<file path="src/rtl/cas_pkg.sv">
package cas_pkg;
  typedef enum logic [1:0] {ST_IDLE, ST_RAMP, ST_LIVE, ST_DOWN} cas_state_e;

  function automatic int unsigned us_to_cyc(int unsigned khz, int unsigned us);
    int unsigned c;
    c = (khz * us) / 1000;
    return (c == 0) ? 1 : c;
  endfunction
endpackage

</file>
<file path="src/rtl/cas_sync.sv">
module cas_sync #(
  parameter int W = 8,
  parameter logic [W-1:0] RST_VAL = '0
) (
  input  logic         clk,
  input  logic         rst,
  input  logic [W-1:0] d,
  output logic [W-1:0] q
);
  logic [W-1:0] meta;

  always_ff @(posedge clk) begin
    if (rst) begin
      meta <= RST_VAL;
      q    <= RST_VAL;
    end else begin
      meta <= d;
      q    <= meta;
    end
  end
endmodule

</file>
<file path="src/rtl/cas_timer.sv">
module cas_timer #(
  parameter int TW = 8
) (
  input  logic          clk,
  input  logic          rst,
  input  logic          load,
  input  logic [TW-1:0] load_val,
  output logic          done
);
  logic [TW-1:0] cnt;

  always_ff @(posedge clk) begin
    if (rst)               cnt <= '0;
    else if (load)         cnt <= load_val;
    else if (cnt != '0)    cnt <= cnt - 1'b1;
  end

  assign done = (cnt == '0);
endmodule

</file>
<file path="src/rtl/cas_pin_gate.sv">
module cas_pin_gate #(
  parameter int N = 7
) (
  input  logic         clk,
  input  logic         rst,
  input  logic [N-1:0] en,
  input  logic [N-1:0] d,
  output logic [N-1:0] q
);
  for (genvar i = 0; i < N; i++) begin : g_pin
    always_ff @(posedge clk) begin
      if (rst) q[i] <= 1'b0;
      else     q[i] <= en[i] & d[i];
    end
  end
endmodule

</file>
<file path="src/rtl/card_act_seq.sv">
module card_act_seq
  import cas_pkg::*;
#(
  parameter int unsigned CLK_KHZ  = 250000,
  parameter int unsigned CHECK_US = 500,
  parameter int unsigned STEP_US  = 50
) (
  input  logic clk,
  input  logic rst,
  input  logic cmd_a_n,
  input  logic cmd_b_n,
  input  logic card_seated,
  input  logic pwr_enable,
  input  logic supply_ok,
  input  logic over_current,
  input  logic under_volt,
  input  logic off_req,
  input  logic host_rst,
  input  logic host_clk,
  input  logic host_io,
  input  logic host_aux1,
  input  logic host_aux2,
  output logic card_rst,
  output logic card_clk,
  output logic card_io,
  output logic card_aux1,
  output logic card_aux2,
  output logic card_rx_en,
  output logic vcc_en,
  output logic fault_off
);
  localparam int unsigned CHECK_CYC = us_to_cyc(CLK_KHZ, CHECK_US);
  localparam int unsigned STEP_CYC  = us_to_cyc(CLK_KHZ, STEP_US);
  localparam int unsigned TMR_MAX   = (CHECK_CYC > STEP_CYC) ? CHECK_CYC : STEP_CYC;
  localparam int TW = $clog2(TMR_MAX + 1);
  localparam int NSYNC = 8;
  localparam int NPIN  = 7;
  localparam logic [1:0] LAST_STAGE = 2'd3;

  // synchronized control inputs
  logic [NSYNC-1:0] raw_in, syn;
  logic a_s, b_s, seat_s, en_s, ok_s, oc_s, uv_s, off_s;

  assign raw_in = {cmd_a_n, cmd_b_n, card_seated, pwr_enable,
                   supply_ok, over_current, under_volt, off_req};

  cas_sync #(.W(NSYNC), .RST_VAL(8'b1100_0000)) u_sync (
    .clk(clk), .rst(rst), .d(raw_in), .q(syn)
  );

  assign {a_s, b_s, seat_s, en_s, ok_s, oc_s, uv_s, off_s} = syn;

  // state
  cas_state_e st_q, st_d;
  logic [1:0] stage_q, stage_d;
  logic arm_q, arm_d, gate_q, gate_d, fault_q, fault_d;
  logic tmr_load, tmr_done;
  logic [TW-1:0] tmr_val;

  logic both_high, act_req, ramp_fault, live_fault;
  assign both_high  = a_s & b_s;
  assign act_req    = (st_q == ST_IDLE) & arm_q & ~both_high;
  assign ramp_fault = oc_s | ~seat_s | off_s;
  assign live_fault = ramp_fault | uv_s;

  cas_timer #(.TW(TW)) u_tmr (
    .clk(clk), .rst(rst), .load(tmr_load), .load_val(tmr_val), .done(tmr_done)
  );

  always_comb begin
    st_d     = st_q;
    stage_d  = stage_q;
    arm_d    = arm_q;
    gate_d   = gate_q;
    fault_d  = fault_q;
    tmr_load = 1'b0;
    tmr_val  = TW'(STEP_CYC - 1);
    case (st_q)
      ST_IDLE: begin
        gate_d  = 1'b0;
        stage_d = '0;
        if (both_high) arm_d = 1'b1;
        if (act_req) begin
          arm_d   = 1'b0;
          fault_d = 1'b0;
          if (seat_s && en_s) begin
            st_d     = ST_RAMP;
            tmr_load = 1'b1;
            tmr_val  = TW'(CHECK_CYC - 1);
          end
        end
      end
      ST_RAMP: begin
        if (ok_s) gate_d = 1'b1;
        if (ramp_fault || (tmr_done && !ok_s)) begin
          st_d     = ST_DOWN;
          fault_d  = 1'b1;
          tmr_load = 1'b1;
        end else if (both_high) begin
          st_d     = ST_DOWN;
          tmr_load = 1'b1;
        end else if (tmr_done) begin
          st_d = ST_LIVE;
        end
      end
      ST_LIVE: begin
        if (live_fault) begin
          st_d     = ST_DOWN;
          fault_d  = 1'b1;
          tmr_load = 1'b1;
        end else if (both_high) begin
          st_d     = ST_DOWN;
          tmr_load = 1'b1;
        end
      end
      default: begin
        if (tmr_done) begin
          if (stage_q == LAST_STAGE) begin
            st_d = ST_IDLE;
          end else begin
            stage_d  = stage_q + 2'd1;
            tmr_load = 1'b1;
          end
        end
      end
    endcase
  end

  always_ff @(posedge clk) begin
    if (rst) begin
      st_q    <= ST_IDLE;
      stage_q <= '0;
      arm_q   <= 1'b0;
      gate_q  <= 1'b0;
      fault_q <= 1'b0;
    end else begin
      st_q    <= st_d;
      stage_q <= stage_d;
      arm_q   <= arm_d;
      gate_q  <= gate_d;
      fault_q <= fault_d;
    end
  end

  // pin enables per teardown stage
  logic powered, up_phase, en_r, en_c, en_d;
  assign powered  = (st_q != ST_IDLE);
  assign up_phase = (st_q == ST_RAMP) | (st_q == ST_LIVE);
  assign en_r = gate_q & (up_phase | ((st_q == ST_DOWN) & (stage_q == 2'd0)));
  assign en_c = gate_q & (up_phase | ((st_q == ST_DOWN) & (stage_q <= 2'd1)));
  assign en_d = gate_q & (up_phase | ((st_q == ST_DOWN) & (stage_q <= 2'd2)));

  logic [NPIN-1:0] pin_en, pin_d, pin_q;
  assign pin_en = {powered, en_d, en_d, en_d, en_d, en_c, en_r};
  assign pin_d  = {1'b1, 1'b1, host_aux2, host_aux1, host_io, host_clk, host_rst};

  cas_pin_gate #(.N(NPIN)) u_pins (
    .clk(clk), .rst(rst), .en(pin_en), .d(pin_d), .q(pin_q)
  );

  assign {vcc_en, card_rx_en, card_aux2, card_aux1, card_io, card_clk, card_rst} = pin_q;
  assign fault_off = fault_q;

  // checks next to the logic
  assert_idle_low_R1: assert property (@(posedge clk) disable iff (rst)
    (st_q == ST_IDLE && $past(st_q) == ST_IDLE) |->
      !(card_rst | card_clk | card_io | card_aux1 | card_aux2 | card_rx_en | vcc_en));

  assert_pins_wait_ready_R3: assert property (@(posedge clk) disable iff (rst)
    !gate_q |=> !(card_rst | card_clk | card_io | card_aux1 | card_aux2 | card_rx_en));

  assert_checkpoint_abort_R4: assert property (@(posedge clk) disable iff (rst)
    (st_q == ST_RAMP && tmr_done && !ok_s) |=> (st_q == ST_DOWN && fault_q));

  assert_supply_last_R7: assert property (@(posedge clk) disable iff (rst)
    $fell(vcc_en) |-> !(card_rst | card_clk | card_io | card_aux1 | card_aux2 | card_rx_en));

  assert_down_completes_R8: assert property (@(posedge clk) disable iff (rst)
    (st_q == ST_DOWN) |=> (st_q == ST_DOWN || st_q == ST_IDLE));

  assert_fault_on_entry_R9: assert property (@(posedge clk) disable iff (rst)
    $rose(fault_q) |-> (st_q == ST_DOWN));
endmodule

</file>
<file path="config.mk">
export PLATFORM = sky130hd
export DESIGN_NAME = card_act_seq
export DESIGN_NICKNAME = d
export VERILOG_FILES = /design/src/rtl/cas_pkg.sv /design/src/rtl/cas_sync.sv /design/src/rtl/cas_timer.sv /design/src/rtl/cas_pin_gate.sv /design/src/rtl/card_act_seq.sv
export SDC_FILE = /design/constraint.sdc
export NUM_CORES = 1
export LEC_CHECK = 0
export BUFFER_PORTS_ARGS = -buffer_cell sky130_fd_sc_hd__clkbuf_2
export CORE_ASPECT_RATIO = 1.1
export CORE_MARGIN = 4
export CORE_UTILIZATION = 45
export DETAILED_ROUTE_END_ITERATION = 8
export PLACE_DENSITY_LB_ADDON = 0.05
export SLEW_MARGIN = 10
export SYNTH_ARGS = -nofsm -noshare
export SYNTH_HDL_FRONTEND = slang
export SYNTH_HIERARCHICAL = 1
export SYNTH_SLANG_ARGS = --single-unit
</file>
<file path="constraint.sdc">
create_clock -name clk -period 3.05 [get_ports clk]
set_clock_uncertainty 0.15 [all_clocks]
set_input_delay 0 -clock clk [delete_from_list [all_inputs] [get_ports clk]]
set_output_delay 0 -clock clk [all_outputs]
set_load 0.1 [all_outputs]
</file>
### Word level (Yosys, flattened, before mapping)

Cells that the tools add are included.

* add/subtract/negate cells: 2
* multiply operators: 0
* divide/modulo/power cells: 0
* order comparisons: 2
* equality and inequality tests: 12
* shifts and indexed selects: 0
* mux-type cells: 34
* bitwise gates (word level): 24
* reductions and logical operators: 22

Operators by type and width (number)
* two-way mux 17 bit: 5
* two-way mux 2 bit: 11
* zero test 17 bit: 1
* nonzero test 17 bit: 1
* subtractor 17 x 1 -> 17 bit (second input constant): 1
* AND 1 bit: 14
* two-way mux 1 bit: 13
* nonzero test 2 bit: 5
* inequality test 2 bit (second input constant): 4
* nonzero test 4 bit: 2
* OR 1 bit: 7
* equality test 2 bit (second input constant): 3
* one-hot mux 1 bit (3 select lines): 2
* one-hot mux 2 bit (3 select lines): 1
* AND reduction 6 bit: 1
* zero test 2 bit: 2
* inequality test 2 x 1 -> 1 bit (second input constant): 2
* inequality test 4 bit (second input constant): 1
* one-hot mux 2 bit (2 select lines): 1
* AND reduction 2 bit: 2
* AND reduction 4 bit: 1
* inequality test 3 bit (second input constant): 1
* NOT 1 bit: 3
* AND reduction 3 bit: 1
* other kinds (10): 11

* flip-flop bits (word level): 47
* latch bits: 0
* memory bits (writable): 0
* memory bits (read-only): 0
* output and inout port bits: 8
* word-level logic and storage cells: 111
* memories kept: 0

### Longest topological paths before layout

Gate-level depths: netlist of run 1.

* depth in word-level cells: 7
* gate-level depth with buffers: 14

### By module

Netlist of run 1, hierarchy kept.

By module, submodules not included
* cas_timer: instances 1, cells an instance 112, area each 930.9 um^2, seq. area each 340.3 um^2
* card_act_seq: instances 1, cells an instance 73, area each 583.1 um^2, seq. area each 140.1 um^2
* cas_sync: instances 1, cells an instance 33, area each 439.2 um^2, seq. area each 320.3 um^2
* cas_pin_gate: instances 1, cells an instance 14, area each 201.4 um^2, seq. area each 140.1 um^2

### Worst setup path before layout of run 1

Ideal clock, no wire load.

* path type: register to register
* from: register u_tmr.cnt[0]
* to: register u_tmr.cnt[0]
* library setup time: 133 ps
* data arrival time: 2763 ps
* slack: 4 ps
* cell stages (with the launch flop): 15
* buffers on the path: 1
* cells stage by stage: dfxtp_1 -> inv_1 -> ha_1 -> nor4b_1 -> nand4b_1 -> or2_4 -> inv_2 -> and2b_1 -> nor3_1 -> o21a_1 -> o31ai_1 -> clkbuf_1 -> nor3_1 -> mux2i_1 -> o21ai_0

* word-level cells in the longest chain between the ends: 6

RTL lines
* from (decl): RTL line cas_timer.sv:10 `logic [TW-1:0] cnt;`
* from (signal assigned): RTL line cas_timer.sv:14 `else if (load) cnt <= load_val;`
* from (signal assigned): RTL line cas_timer.sv:15 `else if (cnt != '0) cnt <= cnt - 1'b1;`
* zero test 17 bit (*): RTL line cas_timer.sv:18 `assign done = (cnt == '0);`
* named net tmr_done: RTL line card_act_seq.sv:57 `logic tmr_load, tmr_done;`
* logical AND 1 bit: RTL line card_act_seq.sv:95 `if (ramp_fault || (tmr_done && !ok_s)) begin`
* logical OR 1 bit: RTL line card_act_seq.sv:95
* two-way mux 1 bit: RTL line card_act_seq.sv:95
* one-hot mux 1 bit (3 select lines) (*): RTL line card_act_seq.sv:78 `case (st_q)`
* named net tmr_load: RTL line card_act_seq.sv:57
* two-way mux 17 bit or nonzero test 2 bit (tied branches)

The timed path passes the listed nets; every way through them passes the cells marked *. The select of a mux whose other input is x is not followed.
A chain may end at the register's enable or synchronous reset.

### Worst setup path in the final report of run 1

* from: register u_tmr.cnt[12]
* to: register u_tmr.cnt[12]

The elaborated chain is that of the path after synthesis.

==> flow_summary.json, run 1 <==
{
  "status": "finished, final reports clean",
  "critPathLaunchType": "flip-flop",
  "fillers": 433,
  "power_frac_seq_pct": 41.5,
  "dp_hpwl_mm": 3.08,
  "track_usage_pct": 16.2,
  "drive_gt1_share_pct": 19.9,
  "ys_seq_elements": 47,
  "yosys.area_share.adder_pct": 4.65,
  "cts_buffers": 5,
  "synth-seq-area-share_pct": 43.7,
  "cts_tree": "done",
  "synthCells": 232,
  "path_clk_slew_ns": 0.09,
  "reg2reg_slack_ns": 0.14,
  "synthFlopType": "dfxtp_1",
  "port-buffer-count": 22,
  "h-tree-depth": 2,
  "grt_pass1_wl_mm": 7.54,
  "ant_nets": 0,
  "syn_area_per_cell_um2": 9.29,
  "muxShareOfSynthArea_pct": 2.85,
  "vias": 1741,
  "synth_top_area_cell": "dfxtp_1",
  "start_util_pct": 46.3,
  "clock_latency_ns": 0.29,
  "synth_compound_area_share_pct": 13.1,
  "netlist_area_um2": 2150,
  "p_int_mw": 1.26,
  "drt_wl_total_mm": 4.29,
  "synth_top_family_by_area": "simple AND/OR/NAND/NOR gates",
  "leakagePower_nw": 1.16,
  "core_area_um2": 4650,
  "diodes": 0,
  "combPwrFrac_pct": 39.9,
  "hold_viol_final": 0,
  "final_cell_count_no_fill": 347,
  "mostFrequentLayoutCells": "47 x dfxtp_1, 23 x nand2_1, 22 x clkbuf_2",
  "async_reset_ff_share_pct": 0,
  "power_frac_clock_pct": 18.5,
  "io_pins": 23,
  "synth_xor_area_share_pct": 4.07,
  "worst_slack_ns": 0.138,
  "wl_per_cell_um": 12.4,
  "layout_commonest_cell": "dfxtp_1",
  "drc_errors": 0,
  "max_slew_margin_pct": 47.9,
  "drtIter0Drc": 60,
  "root_buffer": "clkbuf_8",
  "seq_area_um2": 941,
  "post-place-ws_ns": -0.0152,
  "dp_cells": 322,
  "syn2layout_area_growth_pct": 24.2,
  "ys_types": 58,
  "finalSetupViolations": 0,
  "synth_top_cell_area_share_pct": 43.7,
  "cts.sinks": 47,
  "clock.fmax_ghz": 0.343,
  "crit_path_end_kind": "flip-flop",
  "floorplan.rows": 26,
  "grt_pass1_vias": 1701,
  "yosys.area_share.simple_pct": 28.3,
  "synth_area_leaders": "dfxtp_1 44%, ha_1 4.6%, nand2_1 4.0%",
  "fin_tns_setup_ns": 0,
  "peakVddDrop_v": 0.000324,
  "hold_path_class": "in2reg",
  "p_sw_uw": 672,
  "drt-pass1-iter-count": 4,
  "final_util_pct": 57.5,
  "swShare_pct": 34.8,
  "worst-path-max-fanout": 5,
  "grt_max_degree": 43,
  "yosys_warnings": 6,
  "fin_crit_sh_pct": 95.5,
  "synth-edff-count": 0,
  "critPathRequiredTime_ns": 3.05,
  "tightestPinTransition_ns": 0.781,
  "place.gp.congestion": 0.819,
  "nets": 313,
  "overflow": 0,
  "fp.dieW_um": 74.0,
  "arrival_ns": 2.92,
  "p_per_area_nw_per_um2": 722,
  "multi_input_area_um2": 1210,
  "total_power_mw": 1.93,
  "crit_type": "reg2reg",
  "die_h_um": 80.6,
  "clockBufferDepth": 2,
  "max-cap-violations": 0,
  "slew_viol_final": 0,
  "min_period_ns": 2.91,
  "via_per_inst": 5.02,
  "dieArea_um2": 5960,
  "antenna_found_initial": 0
}
[state kept, by name (all words and copies together) (netlist names)]
name / flops
u_sync/meta: 8
gate_q: 1
stage_q: 2
fault_off: 1
arm_q: 1
u_tmr/cnt: 17
u_sync/q: 8
u_pins/q: 7
st_q: 2
[routing by layer]
metal,vias to the layer above,wire (µm),GRT usage (%)
li1,902,-,-
met5,-,0,0
met2,31,2330,30.6
met4,0,58,5.43
met1,802,1750,17.1
met3,6,144,4.01
[power groups by stage]
stage / Clock (mW) / Combinational (mW) / Sequential [mW]
2_1_floorplan: 0 / 0.573 / 0.788
3_3_place_gp: 0 / 0.751 / 0.816
3_5_place_dp: 0 / 0.755 / 0.816
4_1_cts: 0.374 / 0.778 / 0.805
5_1_grt: 0.405 / 0.864 / 0.818
6_report: 0.358 / 0.771 / 0.802
[Yosys cell counts, drive strengths merged (2+ instances only)]
cell    count
a211o       3
a211oi      3
a21boi      3
a21oi       8
a32o        2
and2b       7
and3        2
and3b       7
buf         2
clkbuf      3
conb        2
dfxtp      47
ha          8
inv        10
mux2i       5
nand2      24
nand2b      5
nand3       2
nor2       14
nor2b      10
nor3       10
nor4        4
o21ai      13
or2         7
or3         3
or3b        2
or4         2
xnor2       8
xor2        2
[final timing paths]
path / start / cells after the start / endpoint
worst max-delay path: u_tmr/cnt[12] / 11 / u_tmr/cnt[12]
worst min register to register: u_sync/meta[7] / 1 / u_sync/q[7]
worst max register to register: u_tmr/cnt[12] / 11 / u_tmr/cnt[12]
worst min-delay path: rst / 2 / u_tmr/cnt[1]
[critical path: stages, from the launching register on]
cell	delay [ns]
dfxtp_1	0.34
or2_1	0.28
or4_1	0.47
or2_4	0.32
inv_2	0.06
and2b_1	0.16
nor3_1	0.05
o21a_1	0.20
o31ai_4	0.21
clkdlybuf4s15_2	0.29
nor2b_1	0.18
nor3_1	0.07
[final cells by class]
type | count | area share [%]
clock inverter | 2 | 0.468
timing repair buffer | 46 | 12.2
multi-input combinational | 180 | 45.4
tap | 56 | 2.62
clock buffer | 6 | 2.71
sequential | 47 | 35.2
inverter | 10 | 1.40
[metrics by stage]
stage	hold WS, ns	area, µm²
detailed placement	0.0313	2400
floorplan	-0.0529	2190
finish	0.228	2680
global route	0.269	2680
global placement	0.0299	2400
CTS	0.220	2620
[logic make-up after synthesis]
family          after synthesis
compound gates               41
xor+xnor                     10
fa+ha+maj                     8
buf+inv                      15
flops                        47
mux                           6
other cells                   2
simple gates                103
[what timing repair did]
item                                    4_1_cts  5_1_grt
pin swaps                                     0        1
hold endpoints to repair                     13        0
setup buffers                                 0        3
gates cloned                                  0        1
gates resized for setup                       2        4
endpoints found under the setup margin        5       13
hold buffers                                 13        0
Power figures use the tool's default switching activity.
==> run 2: changes to the inputs <==
Settings changed: CTS_CLUSTER_DIAMETER set to 50, RECOVER_POWER set to 100.
Clock period 3.05 ns to 3.15 ns, I/O delays scaled along.
==> run 2 against run 1 <==
  * Critical path depth rose by 4
  * Sequential cell count did not move
  * Die area did not move
  * Critical path type unchanged
  * Critical endpoint is now u_tmr/cnt[2]
  * Cell count unchanged
  * Global-route usage grew 0.42 points
  * Non-clock buffer count did not move
==> flow_summary.json, run 2 (synthesis results as in run 1) <==
{
  "status": "finished, final reports clean",
  "multi_input_area_um2": 1200,
  "cts.sinks": 47,
  "max-cap-violations": 0,
  "track_usage_pct": 16.7,
  "floorplan.rows": 26,
  "ant_nets": 0,
  "dieArea_um2": 5960,
  "min_period_ns": 2.88,
  "hold_path_class": "in2reg",
  "overflow": 0,
  "arrival_ns": 2.95,
  "antenna_found_initial": 0,
  "cts_tree": "done",
  "grt_max_degree": 43,
  "nets": 313,
  "fin_tns_setup_ns": 0,
  "via_per_inst": 4.90,
  "syn2layout_area_growth_pct": 23.9,
  "regMostFlops": "u_tmr/cnt",
  "hold_ws_ns": 0.200,
  "max_slew_margin_pct": 22.0,
  "grt_pass1_wl_mm": 7.76,
  "drtIter0Drc": 42,
  "drive_gt1_share_pct": 17.9,
  "clockBufferDepth": 2,
  "tightestPinTransition_ns": 1.17,
  "final_area_um2": 2670,
  "crit_path_end_kind": "flip-flop",
  "path_clk_slew_ns": 0.09,
  "hold_start": "rst",
  "slew_viol_final": 0,
  "finalSetupViolations": 0,
  "grt_setup_unrepaired": "false",
  "largest_reg_flops": 17,
  "cpPeakStageDelay_ns": 0.38,
  "fillers": 426,
  "critPathRequiredTime_ns": 3.21,
  "reg_top3": "u_tmr/cnt: 17 flops, u_sync/meta: 8 flops, u_sync/q: 8 flops",
  "grt_pass1_vias": 1757,
  "crit_type": "reg2reg",
  "vias": 1700,
  "p_per_area_nw_per_um2": 718,
  "crit_start": "u_tmr/cnt[0]",
  "drt-pass1-iter-count": 4,
  "port-buffer-count": 22,
  "drc_errors": 0,
  "place.gp.congestion": 0.808,
  "wl_per_cell_um": 12.1,
  "start_util_pct": 46.3,
  "cp_slowest_cell": "dfxtp_1",
  "h-tree-depth": 2,
  "cp_num_buf_inv": 6,
  "drt_wl_total_mm": 4.21,
  "seq_area_um2": 941,
  "root_buffer": "clkbuf_8",
  "core_area_um2": 4650,
  "io_pins": 23,
  "leakagePower_nw": 1.14,
  "cp_top_family": "simple AND/OR/NAND/NOR gates",
  "fin_crit_sh_pct": 91.5,
  "critPathLaunchType": "flip-flop",
  "cts_buffers": 5,
  "layout_commonest_cell": "dfxtp_1",
  "crit_chain": "inv_1, ha_1, nor4b_2, clkbuf_4, nand4b_1, or2_4, inv_2, buf_4, nor2b_1, mux2i_1, o31ai_2, buf_4, clkbuf_4, or3_1, a21oi_1",
  "peakVddDrop_v": 0.000356,
  "dpl_cell_area_um2": 2410,
  "clock.fmax_ghz": 0.347,
  "clock_latency_ns": 0.29,
  "die_h_um": 80.6,
  "mostFrequentLayoutCells": "47 x dfxtp_1, 23 x nand2_1, 14 x clkbuf_2",
  "dp_hpwl_mm": 3.08,
  "diodes": 0,
  "fp.dieW_um": 74.0,
  "rr_startpoint": "u_tmr/cnt[0]",
  "hold_viol_final": 0,
  "worst-path-max-fanout": 8
}
run 2: path summary, 6_finish.rpt:
path                                      to  slack (ns)  cells past startpoint
worst max-delay path            u_tmr/cnt[2]        0.27                     15
worst min-delay path            u_tmr/cnt[1]        0.20                      2
worst max register to register  u_tmr/cnt[2]        0.27                     15
worst min register to register   u_sync/q[7]        0.26                      1
run 2: where the power goes:
| group | switching (mW) | internal [mW] | leakage [nW] | total (mW) |
|---|---|---|---|---|
| combinational | 0.354 | 0.395 | 0.705 | 0.749 |
| clock | 0.194 | 0.200 | 0.0505 | 0.394 |
| sequential | 0.0893 | 0.686 | 0.385 | 0.775 |
run 2: area by class of cell:
type                       instances  share of cell area (%)
multi-input combinational        180                    45.1
inverter                          10                    1.41
clock inverter                     1                   0.281
timing repair buffer              46                    11.7
clock buffer                       7                    3.61
sequential                        47                    35.2
tap                               56                    2.62
run 2: per-layer routing:
metal  wire length (µm)  GRT usage, %
met1               1800          18.3
met2               2260          30.6
met3                 87          3.38
met4                 65          6.52
met5                  0             0
run 2: metrics by stage:
stage                     total power, mW  cells  utilization (%)  setup WS, ns
after global routing                 2.09    347             57.4        0.0403
after CTS                            1.93    345             56.9        0.0744
after detailed placement             1.51    324             51.8        0.0848
final                                1.92    347             57.4         0.269
after floorplan                      1.32    242                -         0.104
after global placement               1.52    324             51.8         0.174
run 2: timing repair:
item,CTS,global route
buffers inserted,0,2
hold buffers,13,0
endpoints found under the hold margin,13,0
endpoints found under the setup margin,0,13
resized for setup,0,5
==> run 3: changes to the inputs <==
Settings changed: PLACE_DENSITY_LB_ADDON 0.05 to not set.
==> run 3 against run 2 <==
  * Worst hold slack worse by 0.0088 ns
  * Register-to-register slack lost 0.05 ns
  * Worst setup slack lost 0.048 ns
  * Fmax down 1.6%
  * Die area did not move
  * Largest power group unchanged
  * Total power grew 6.0%
  * Non-clock buffer count down 2
  * Combinational power fell by 1%
  * Critical endpoint is now u_tmr/cnt[6]
==> flow_summary.json, run 3 (synthesis results as in run 1) <==
{
  "hold_depth": 2,
  "start_util_pct": 46.3,
  "max_slew_margin_pct": 21.9,
  "status": "finished, final reports clean",
  "dieArea_um2": 5960,
  "vias": 1721,
  "place.gp.congestion": 0.780,
  "antenna_found_initial": 0,
  "drive_gt1_share_pct": 16.6,
  "floorplan.rows": 26,
  "fp.dieW_um": 74.0,
  "nets": 311,
  "worst-path-max-fanout": 10,
  "grt_util_met2_pct": 28.5,
  "hold_viol_final": 0,
  "h-tree-depth": 2,
  "via_per_inst": 4.99,
  "cts.sinks": 47,
  "port-buffer-count": 22,
  "critPathLaunchType": "flip-flop",
  "ant_nets": 0,
  "seq_area_um2": 941,
  "overflow": 0,
  "slew_viol_final": 0,
  "layout_commonest_cell": "dfxtp_1",
  "grtUsageMet3_pct": 3.88,
  "critPathRequiredTime_ns": 3.19,
  "grt_pass1_wl_mm": 7.53,
  "syn2layout_area_growth_pct": 24.6,
  "multi_input_area_um2": 1210,
  "crit_type": "reg2reg",
  "fillers": 432,
  "clock_latency_ns": 0.30,
  "top_usage_layer": "met2",
  "clockBufferDepth": 2,
  "leakagePower_nw": 1.14,
  "dp_hpwl_mm": 3.01,
  "p_per_area_nw_per_um2": 758,
  "r2r_cells": 11,
  "hold_path_class": "in2reg",
  "regMostFlops": "u_tmr/cnt",
  "root_buffer": "clkbuf_8",
  "drt-pass1-iter-count": 4,
  "cts_buffers": 5,
  "total_power_mw": 2.03,
  "track_usage_pct": 16.2,
  "finalSetupViolations": 0,
  "grtUsageMet1_pct": 18.8,
  "largest_reg_flops": 17,
  "drt_wl_total_mm": 4.19,
  "diodes": 0,
  "peakVddDrop_v": 0.000346,
  "tightestPinTransition_ns": 1.18,
  "fin_tns_setup_ns": 0,
  "drc_errors": 0,
  "cts_tree": "done",
  "max-cap-violations": 0,
  "grt_setup_unrepaired": "false",
  "grt_max_degree": 43,
  "reg2reg_slack_ns": 0.22,
  "drtIter0Drc": 72,
  "path_clk_slew_ns": 0.09,
  "fin_crit_sh_pct": 93.0,
  "core_area_um2": 4650,
  "mostFrequentLayoutCells": "47 x dfxtp_1, 23 x nand2_1, 14 x nor2_1, 14 x clkbuf_2, 13 x dlygate4sd3_1",
  "arrival_ns": 2.97,
  "wl_per_cell_um": 12.1,
  "die_h_um": 80.6,
  "grt_pass1_vias": 1666,
  "min_period_ns": 2.93,
  "clock.fmax_ghz": 0.341,
  "io_pins": 23,
  "reg_top3": "u_tmr/cnt: 17 flops, u_sync/meta: 8 flops, u_sync/q: 8 flops",
  "crit_path_end_kind": "flip-flop"
}
==> run 3: cell count changes in the layout (fill, tap and decap cells not counted), sizes merged <==
cell    delta
buf        -1
clkbuf     -3
bufinv     +2
==> run 3: routing by layer <==
metal	part of all wire (%)	up-vias	wire length, µm
li1	-	902	-
met1	44	793	1830
met2	52	19	2180
met3	2.8	7	118
met4	1.5	0	62
met5	0	-	0
==> run 3: path summary, 6_finish.rpt <==
check                                    start      endpoint
worst max-delay path             u_tmr/cnt[12]  u_tmr/cnt[6]
worst min register to register  u_sync/meta[7]   u_sync/q[7]
worst min-delay path                       rst  u_tmr/cnt[1]
worst max register to register   u_tmr/cnt[12]  u_tmr/cnt[6]
==> run 3: metrics by stage <==
| step | cells | cell area [µm²] | utilization [%] | hold WS, ns | worst slack, ns |
|---|---|---|---|---|---|
| after floorplan | 242 | 2190 | - | -0.0529 | 0.104 |
| after global placement | 322 | 2400 | 51.5 | 0.0300 | 0.157 |
| after detailed placement | 322 | 2400 | 51.5 | 0.0322 | 0.128 |
| after CTS | 343 | 2660 | 57.2 | 0.208 | 0.106 |
| after global routing | 345 | 2690 | 57.7 | 0.256 | 0.0152 |
| final | 345 | 2690 | 57.7 | 0.191 | 0.221 |
==> run 3: layout make-up <==
class / count / area share [%]
timing repair buffer: 44 / 11.0
tap: 56 / 2.61
clock inverter: 3 / 2.52
sequential: 47 / 35.0
inverter: 10 / 1.40
clock buffer: 5 / 2.56
multi-input combinational: 180 / 44.9
==> run 3: worst max-delay path, cell delays in order (launching register included) <==
cell and delay (ns):
dfxtp_1 0.35, or2_1 0.29, or4_4 0.45, or2_4 0.30, inv_2 0.06, and2b_1 0.15
nor3_1 0.05, o21a_1 0.18, o31ai_2 0.19, buf_4 0.20, nor2_1 0.12, a32o_1 0.31
==> run 3: repair_timing <==
item                                   CTS  global route
gates resized for setup                  0             4
setup endpoints to repair                0            12
hold buffers                            13             0
endpoints found under the hold margin   13             0
buffers inserted                         0             2
==> run 3: report_power, final <==
part           total [mW]  leakage [nW]  switching [mW]  internal (mW)
combinational       0.739         0.693           0.357          0.381
clock               0.521        0.0644           0.205          0.316
sequential          0.774         0.385          0.0884          0.686
